<file path="src/rtl/lbist_pkg.sv">
package lbist_pkg;

  typedef enum logic [1:0] {
    ST_IDLE = 2'd0,
    ST_RUN  = 2'd1,
    ST_CMP  = 2'd2,
    ST_DONE = 2'd3
  } lbist_state_e;

endpackage

</file>
<file path="src/rtl/lbist_lfsr.sv">
module lbist_lfsr #(
  parameter int          W    = 8,
  parameter logic [W-1:0] TAPS = 8'hB8,
  parameter logic [W-1:0] SEED = 8'h01
) (
  input  logic         clk,
  input  logic         rst_n,
  input  logic         load,
  input  logic         step,
  output logic [W-1:0] state
);

  logic [W-1:0] state_q;
  logic [W-1:0] state_d;
  logic         fb;

  always_comb begin
    fb = ^(state_q & TAPS);
    state_d = state_q;
    if (load) begin
      state_d = SEED;
    end else if (step) begin
      state_d = {state_q[W-2:0], fb};
    end
  end

  always_ff @(posedge clk or negedge rst_n) begin
    if (!rst_n) begin
      state_q <= SEED;
    end else if (load || step) begin
      state_q <= state_d;
    end
  end

  assign state = state_q;

  AST_LFSR_NONZERO: assert property (@(posedge clk) disable iff (!rst_n)
    state_q != '0);

endmodule

</file>
<file path="src/rtl/lbist_phase_shift.sv">
module lbist_phase_shift #(
  parameter int W     = 8,
  parameter int OFS_A = 3,
  parameter int OFS_B = 5
) (
  input  logic [W-1:0] src,
  output logic [W-1:0] dst
);

  for (genvar i = 0; i < W; i++) begin : g_tap
    localparam int IA = (i + OFS_A) % W;
    localparam int IB = (i + OFS_B) % W;
    assign dst[i] = src[i] ^ src[IA] ^ src[IB];
  end

endmodule

</file>
<file path="src/rtl/lbist_misr.sv">
module lbist_misr #(
  parameter int           W    = 8,
  parameter logic [W-1:0] TAPS = 8'hB8
) (
  input  logic         clk,
  input  logic         rst_n,
  input  logic         clr,
  input  logic         en,
  input  logic [W-1:0] resp,
  output logic [W-1:0] sig
);

  logic [W-1:0] sig_q;
  logic [W-1:0] sig_d;

  always_comb begin
    sig_d = sig_q;
    if (clr) begin
      sig_d = '0;
    end else if (en) begin
      sig_d = {sig_q[W-2:0], ^(sig_q & TAPS)} ^ resp;
    end
  end

  always_ff @(posedge clk or negedge rst_n) begin
    if (!rst_n) begin
      sig_q <= '0;
    end else if (clr || en) begin
      sig_q <= sig_d;
    end
  end

  assign sig = sig_q;

  AST_MISR_FROZEN: assert property (@(posedge clk) disable iff (!rst_n)
    (!clr && !en) |=> $stable(sig_q));

endmodule

</file>
<file path="src/rtl/lbist_ctrl.sv">
module lbist_ctrl
  import lbist_pkg::*;
#(
  parameter int PAT_COUNT  = 255,
  parameter bit AUTO_START = 1'b1
) (
  input  logic clk,
  input  logic rst_n,
  input  logic start,
  input  logic sig_match,
  output logic launch,
  output logic run_en,
  output logic done,
  output logic pass,
  output logic error
);

  localparam int CNT_W = (PAT_COUNT > 1) ? $clog2(PAT_COUNT) : 1;
  localparam logic [CNT_W-1:0] LAST = CNT_W'(PAT_COUNT - 1);

  lbist_state_e     state_q, state_d;
  logic [CNT_W-1:0] cnt_q, cnt_d;
  logic             boot_q, boot_d;
  logic             pass_q, pass_d;
  logic             err_q, err_d;
  logic             last_pat;

  assign last_pat = (cnt_q == LAST);
  assign launch   = ((state_q == ST_IDLE) || (state_q == ST_DONE)) && (start || boot_q);

  always_comb begin
    state_d = state_q;
    cnt_d   = cnt_q;
    boot_d  = boot_q;
    pass_d  = pass_q;
    err_d   = err_q;
    unique case (state_q)
      ST_IDLE, ST_DONE: begin
        if (launch) begin
          state_d = ST_RUN;
          cnt_d   = '0;
          boot_d  = 1'b0;
          pass_d  = 1'b0;
          err_d   = 1'b0;
        end
      end
      ST_RUN: begin
        if (last_pat) begin
          state_d = ST_CMP;
        end else begin
          cnt_d = cnt_q + 1'b1;
        end
      end
      ST_CMP: begin
        state_d = ST_DONE;
        pass_d  = sig_match;
        err_d   = !sig_match;
      end
      default: state_d = ST_IDLE;
    endcase
  end

  always_ff @(posedge clk or negedge rst_n) begin
    if (!rst_n) begin
      state_q <= ST_IDLE;
      cnt_q   <= '0;
      boot_q  <= AUTO_START;
      pass_q  <= 1'b0;
      err_q   <= 1'b0;
    end else begin
      state_q <= state_d;
      cnt_q   <= cnt_d;
      boot_q  <= boot_d;
      pass_q  <= pass_d;
      err_q   <= err_d;
    end
  end

  assign run_en = (state_q == ST_RUN);
  assign done   = (state_q == ST_DONE);
  assign pass   = pass_q;
  assign error  = err_q;

  AST_VERDICT_EXCL: assert property (@(posedge clk) disable iff (!rst_n)
    done |-> (pass ^ error));

  AST_RUN_TO_CMP: assert property (@(posedge clk) disable iff (!rst_n)
    (run_en && last_pat) |=> (state_q == ST_CMP));

  AST_HOLD_VERDICT: assert property (@(posedge clk) disable iff (!rst_n)
    (done && !start) |=> (done && $stable(pass) && $stable(error)));

  AST_RUN_NO_RESTART: assert property (@(posedge clk) disable iff (!rst_n)
    (run_en && !last_pat) |=> (run_en && (cnt_q == $past(cnt_q) + 1'b1)));

endmodule

</file>
<file path="src/rtl/lbist_engine.sv">
module lbist_engine #(
  parameter int               N_IN       = 8,
  parameter int               N_OUT      = 8,
  parameter int               PAT_COUNT  = 255,
  parameter bit               AUTO_START = 1'b1,
  parameter logic [N_IN-1:0]  TAPS       = 8'hB8,
  parameter logic [N_IN-1:0]  SEED       = 8'h01,
  parameter logic [N_OUT-1:0] MISR_TAPS  = 8'hB8
) (
  input  logic             clk,
  input  logic             rst_n,
  input  logic             start,
  input  logic [N_IN-1:0]  func_in,
  output logic [N_IN-1:0]  cut_in,
  input  logic [N_OUT-1:0] cut_resp,
  input  logic [N_OUT-1:0] golden_sig,
  output logic [N_OUT-1:0] signature,
  output logic             test_active,
  output logic             done,
  output logic             pass,
  output logic             error
);

  logic            launch;
  logic            run_en;
  logic            sig_match;
  logic [N_IN-1:0] gen_state;
  logic [N_IN-1:0] shifted;

  lbist_ctrl #(
    .PAT_COUNT (PAT_COUNT),
    .AUTO_START(AUTO_START)
  ) u_ctrl (
    .clk      (clk),
    .rst_n    (rst_n),
    .start    (start),
    .sig_match(sig_match),
    .launch   (launch),
    .run_en   (run_en),
    .done     (done),
    .pass     (pass),
    .error    (error)
  );

  lbist_lfsr #(
    .W   (N_IN),
    .TAPS(TAPS),
    .SEED(SEED)
  ) u_lfsr (
    .clk  (clk),
    .rst_n(rst_n),
    .load (launch),
    .step (run_en),
    .state(gen_state)
  );

  lbist_phase_shift #(
    .W    (N_IN),
    .OFS_A(3),
    .OFS_B(5)
  ) u_pshift (
    .src(gen_state),
    .dst(shifted)
  );

  lbist_misr #(
    .W   (N_OUT),
    .TAPS(MISR_TAPS)
  ) u_misr (
    .clk  (clk),
    .rst_n(rst_n),
    .clr  (launch),
    .en   (run_en),
    .resp (cut_resp),
    .sig  (signature)
  );

  assign sig_match   = (signature == golden_sig);
  assign test_active = run_en;
  assign cut_in      = run_en ? shifted : func_in;

  AST_PATTERN_NONZERO: assert property (@(posedge clk) disable iff (!rst_n)
    test_active |-> (cut_in != '0));

  AST_MISR_CLEARED: assert property (@(posedge clk) disable iff (!rst_n)
    launch |=> (signature == '0));

endmodule

</file>
<file path="config.mk">
export PLATFORM = sky130hd
export DESIGN_NAME = lbist_engine
export DESIGN_NICKNAME = d
export VERILOG_FILES = /design/src/rtl/lbist_pkg.sv /design/src/rtl/lbist_lfsr.sv /design/src/rtl/lbist_phase_shift.sv /design/src/rtl/lbist_misr.sv /design/src/rtl/lbist_ctrl.sv /design/src/rtl/lbist_engine.sv
export SDC_FILE = /design/constraint.sdc
export NUM_CORES = 1
export LEC_CHECK = 0
export ABC_AREA = 1
export BUFFER_PORTS_ARGS = -buffer_cell sky130_fd_sc_hd__buf_2
export CAP_MARGIN = 20
export CORE_ASPECT_RATIO = 1.2
export CORE_MARGIN = 2
export CORE_UTILIZATION = 55
export CTS_BUF_LIST = sky130_fd_sc_hd__clkbuf_8
export DETAILED_ROUTE_END_ITERATION = 16
export PLACE_DENSITY_LB_ADDON = 0.12
export SYNTH_ARGS = -nofsm -noshare
export SYNTH_HDL_FRONTEND = slang
export SYNTH_HIERARCHICAL = 1
export SYNTH_SLANG_ARGS = --single-unit
</file>
<file path="constraint.sdc">
create_clock -name clk -period 3.3 [get_ports clk]
set_input_delay 0.495 -clock clk [delete_from_list [all_inputs] [get_ports clk]]
set_output_delay 0.495 -clock clk [all_outputs]
set_load 0.01 [all_outputs]
</file>
# Word-level counts from Yosys, hierarchy flattened

Cells that the tools add are included.

Logic and storage cells: 64
Input bits: 27
Flip-flop bits (word level): 29

Equal/unequal tests: 8
Reduce and logical (&&, ||, !) cells: 17
Bitwise logic cells: 17
Mux-type cells: 14
Add/subtract/negate cells: 1

Operator list:

| cell                                                             | count |
|---|---|
| 8-bit two-way mux                                                | 7 |
| 8-bit case mux with 2 select lines                               | 1 |
| 8-bit XOR reduction                                              | 2 |
| 1-bit bitwise XOR                                                | 16 |
| 8-bit by 1-bit adder with 8-bit output (second input constant)   | 1 |
| 8-bit == test                                                    | 1 |
| 8-bit == test (second input constant)                            | 1 |
| 2-bit AND reduction                                              | 4 |
| 8-bit bitwise XOR                                                | 1 |
| 2-bit case mux with 3 select lines                               | 1 |
| 2-bit nonzero test                                               | 3 |
| 2-bit == test (second input constant)                            | 2 |
| 2-bit two-way mux                                                | 2 |
| 2-bit by 1-bit != test with 1-bit output (second input constant) | 2 |
| 1-bit case mux with 2 select lines                               | 2 |
| 1-bit logical OR                                                 | 3 |
| 3-bit AND reduction                                              | 1 |
| 2-bit by 1-bit == test with 1-bit output (second input constant) | 1 |
| 2-bit zero test                                                  | 1 |
| 2-bit != test (second input constant)                            | 1 |
| 2-bit OR reduction                                               | 1 |
| 1-bit logical AND                                                | 1 |
| 1-bit zero test                                                  | 1 |
| 1-bit two-way mux                                                | 1 |

# Logic depth before layout (Yosys ltp)

Depth in word-level cells: 5
Mapped depth: 9

# By module

Netlist, hierarchy kept.

Modules (own cells, without submodules):

| module            | times used | cells an instance | area each (µm²) |
|---|---|---|---|
| lbist_ctrl        | 1          | 100               | 838.3 |
| lbist_misr        | 1          | 53                | 432.9 |
| lbist_lfsr        | 1          | 48                | 394.1 |
| lbist_engine      | 1          | 53                | 296.5 |
| lbist_phase_shift | 1          | 49                | 206.4 |

# Worst setup path after synthesis

Ideal clock, no wire load.

Kind: reg-to-output
From: register u_ctrl.state_q[1]
To: output port cut_in[0]
Cell stages (with the launch flop): 5
Buffers on the path: 1
Arrival time: 1.331 ns
Setup slack: 1.474 ns
Cells stage by stage: dfrtp_1 -> inv_1 -> ha_1 -> buf_6 -> mux2_4

Word-level cells in the longest chain between the ends: 2

RTL lines:

| element                                  | RTL line           | source |
|---|---|---|
| start, declared                          | lbist_ctrl.sv:21   | `lbist_state_e state_q, state_d;` |
| start signal, assigned                   | lbist_ctrl.sv:71   | `state_q <= state_d;` |
| 2-bit by 1-bit == test with 1-bit output | lbist_ctrl.sv:79   | `assign run_en = (state_q == ST_RUN);` |
| via test_active                          | lbist_engine.sv:18 | `output logic test_active,` |
| 8-bit two-way mux                        | lbist_engine.sv:80 | `assign cut_in = run_en ? shifted : func_in;` |
| end, declared                            | lbist_engine.sv:14 | `output logic [N_IN-1:0] cut_in,` |

The timed path passes the listed nets, and every way through them passes these cells.

# Final worst setup path

From: register u_ctrl.state_q[1]
To: output port cut_in[7]

Word-level cells in the longest chain between the ends: 2

RTL lines:

| element                                  | RTL line |
|---|---|
| 2-bit by 1-bit == test with 1-bit output | lbist_ctrl.sv:79 |
| 8-bit two-way mux                        | lbist_engine.sv:80 |

Every way passes these cells.

==> impl_metrics.py <==
metrics = {
    "outcome": {
        "outcome": "finished clean",
    },
    "grt": {
        "grt_max_degree": 30,
        "grt_usage_pct": 22.56,
        "grt_pass1_wl_um": 7479,
        "grt_pass1_vias": 1777,
        "antenna_found_initial": 0,
        "gr-total-overflow": 0,
    },
    "yosys": {
        "synth.avg_cell_area_um2": 7.156,
        "ys_ff_latch": 29,
        "synthTopCellsByCount": "103 x nand2_1, 37 x inv_1, 29 x nand3_1",
        "async_reset_ff_share_pct": 100.0,
        "synth.top_cell.area_share_pct": 31.16,
        "yosysWarnings": 6,
        "synth.distinct_cells": 28,
        "synth.area.top_cells": "dfrtp_1 31%, nand2_1 18%, nand3_1 6.7%",
        "synth_nets": 336,
        "synthesis.instances": 303,
        "ys_seq_area_share_pct": 33.58,
        "synth_most_common_cell": "nand2_1",
        "synthFlopType": "dfrtp_1",
        "synth-edff-count": 0,
        "yosysTopAreaCell": "dfrtp_1",
        "netlist_area_um2": 2168,
    },
    "placement": {
        "detailedPlace.worstSlack_ns": 1.176,
        "gp_congestion": 0.8571,
        "port_buffers": 46,
        "placed_area_um2": 2417,
        "dp_hpwl_um": 3480,
    },
    "drt": {
        "first_iter_violations": 85,
        "detail_route.first_pass.iterations": 4,
        "drc": 0,
        "wl_um": 4571,
        "vias_per_cell": 4.949,
        "wl_per_cell_um": 11.20,
        "vias": 2019,
        "drtAntennaViolNets": 0,
    },
    "layout": {
        "fill_cells": 371,
        "areaGrowthSynthToFinish_pct": 15.64,
        "n_antenna_cell": 0,
        "drive_gt1_share_pct": 27.40,
        "nets": 386,
        "finish.instance_area_um2": 2507,
    },
    "floorplanning": {
        "dieArea_um2": 4463,
        "dieHeight_um": 72.78,
        "core-area_um2": 3847,
        "io_pins": 47,
        "start_util_pct": 56.36,
        "rows": 25,
        "die_w_um": 61.32,
    },
    "setup_path": {
        "crit_type": "flip-flop to output pin",
        "cp-start-kind": "flip-flop",
        "required_ns": 2.80,
        "r2r_cells": 7,
        "arrival_ns": 1.78,
        "cp_max_fo": 10,
        "cp-end-kind": "output pin",
    },
    "clock_tree": {
        "numCtsBuffers": 5,
        "postCtsSetupBuffers": 0,
        "cts.htree.levels": 2,
        "root_buffer": "clkbuf_8",
        "cts.sinks": 29,
        "post_cts_resized": 0,
        "cts_tree": "built",
        "postCtsHoldBufs": 0,
        "clkLatencyLatePin_ns": 0.29,
        "clk_pin_slew_ns": 0.07,
        "clock_path_buffers": 2,
    },
    "sta": {
        "setup_violations": 0,
        "worstMarginPinSlew_ns": 0.6698,
        "hold_viol": 0,
        "max_freq_mhz": 439.7,
        "finalCritPeriodShare_pct": 68.91,
        "drv_slew": 0,
        "fin_setup_tns_ns": 0,
        "min_period_ns": 2.274,
        "whs_ns": 0.2374,
        "layout_setup_ws_ns": 1.026,
        "finalClockSkew_ns": 0.01016,
        "rsz0062_at_grt": "false",
        "maxSlewHeadroom_pct": 55.35,
    },
    "hold_path": {
        "hold_class": "input pin to asynchronous set/reset pin",
    },
    "power_and_ir_drop": {
        "ir_worst_vdd_mv": 0.4843,
        "p_per_area_nw_per_um2": 838.3,
        "leakage_uw": 0.001338,
    },
    "run": {
        "max_cap_viol_count": 0,
    },
}
kinds of logic after synthesis:
logic type / count (synthesis) / share of synthesized area (%)
AO/OA/AOI/OAI: 30 / 8.944
XOR/XNOR: 9 / 3.636
adder cells (fa/ha/maj): 6 / 3.462
buffers and inverters: 53 / 11.08
flip-flops: 29 / 33.58
multiplexers: 8 / 5.540
AND/OR/NAND/NOR: 168 / 33.76
where the power goes:
| part | leakage [µW] | switching, µW | internal, µW |
|---|---|---|---|
| Clock | 0.0000538 | 134 | 163 |
| Combinational | 0.000902 | 706 | 493 |
| Sequential | 0.000382 | 150 | 456 |
| Total | 0.00134 | 989 | 1110 |
sequential cells by signal, indices dropped and copies added (netlist names):
name / flops
u_ctrl/cnt_q: 8
u_lfsr/state: 8
u_misr/sig: 8
u_ctrl/state_q: 2
u_ctrl/boot_q: 1
u_ctrl/error: 1
u_ctrl/pass: 1
per-stage QoR:
| step | std cells | total power (µW) | util [%] |
|---|---|---|---|
| global placement | 400 | 1790 | 62.83 |
| finish | 408 | 2102 | 65.17 |
| global route | 408 | 2309 | 65.17 |
| floorplan | 303 | 1594 | - |
| detailed placement | 400 | 1817 | 62.83 |
| CTS | 408 | 2125 | 65.17 |
path summary, 6_finish.rpt:
path	startpoint	end	slack [ns]
setup / recovery	u_ctrl/state_q[1]$_DFFE_PN0P_	cut_in[7]	1.03
hold / removal	rst_n	u_ctrl/cnt_q[2]$_DFFE_PN0P_	0.24
setup reg to reg	u_ctrl/state_q[1]$_DFFE_PN0P_	u_ctrl/cnt_q[7]$_DFFE_PN0P_	1.19
hold reg to reg	u_ctrl/boot_q$_DFFE_PN1P_	u_ctrl/boot_q$_DFFE_PN1P_	0.45
max in group asynchronous	rst_n	u_lfsr/state[2]$_DFFE_PN0P_	2.62
min in group clk	u_ctrl/boot_q$_DFFE_PN1P_	u_ctrl/boot_q$_DFFE_PN1P_	0.45
cell usage in the layout, fill, tap and decap left out:
master,Yosys,layout
a21oi_1,1,1
buf_2,0,46
buf_4,0,1
clkbuf_8,1,6
dfrtp_1,27,27
dfstp_2,2,2
ha_1,6,6
inv_1,37,39
inv_2,12,12
mux2_4,8,8
nand2_1,103,103
nand2_2,9,9
nand3_1,29,29
nand3_2,1,1
nand3_4,1,1
nor2_1,20,20
nor2_2,2,2
nor2_4,2,2
o211ai_1,1,1
o21a_1,2,2
o21ai_0,6,6
o21ai_1,6,6
o21ai_2,6,6
o21bai_1,2,2
o22ai_1,5,5
o31ai_1,1,1
or2_2,1,1
xnor2_1,9,9
final cells by class:
cell class,instances,area (µm²),area share [%]
Clock buffer,6,82.58,3.293
Inverter,49,183.9,7.335
Sequential cell,29,728.2,29.04
Multi-Input combinational cell,221,1200,47.85
Tap cell,54,67.56,2.695
Timing Repair Buffer,47,237.7,9.481
Clock inverter,2,7.507,0.2994
layer usage:
metal | global-route usage (%) | wire length [µm]
met2 | 37.47 | 2288
met1 | 27.41 | 2025
met4 | 9.420 | 63
met5 | 0 | 0
met3 | 5.319 | 193
critical path, stage by stage (launching register included):
cell and delay, ns:
dfrtp_1 0.41, inv_1 0.09, ha_1 0.51, mux2_4 0.34
buf_2 0.14
Power figures use the tool's default switching activity.
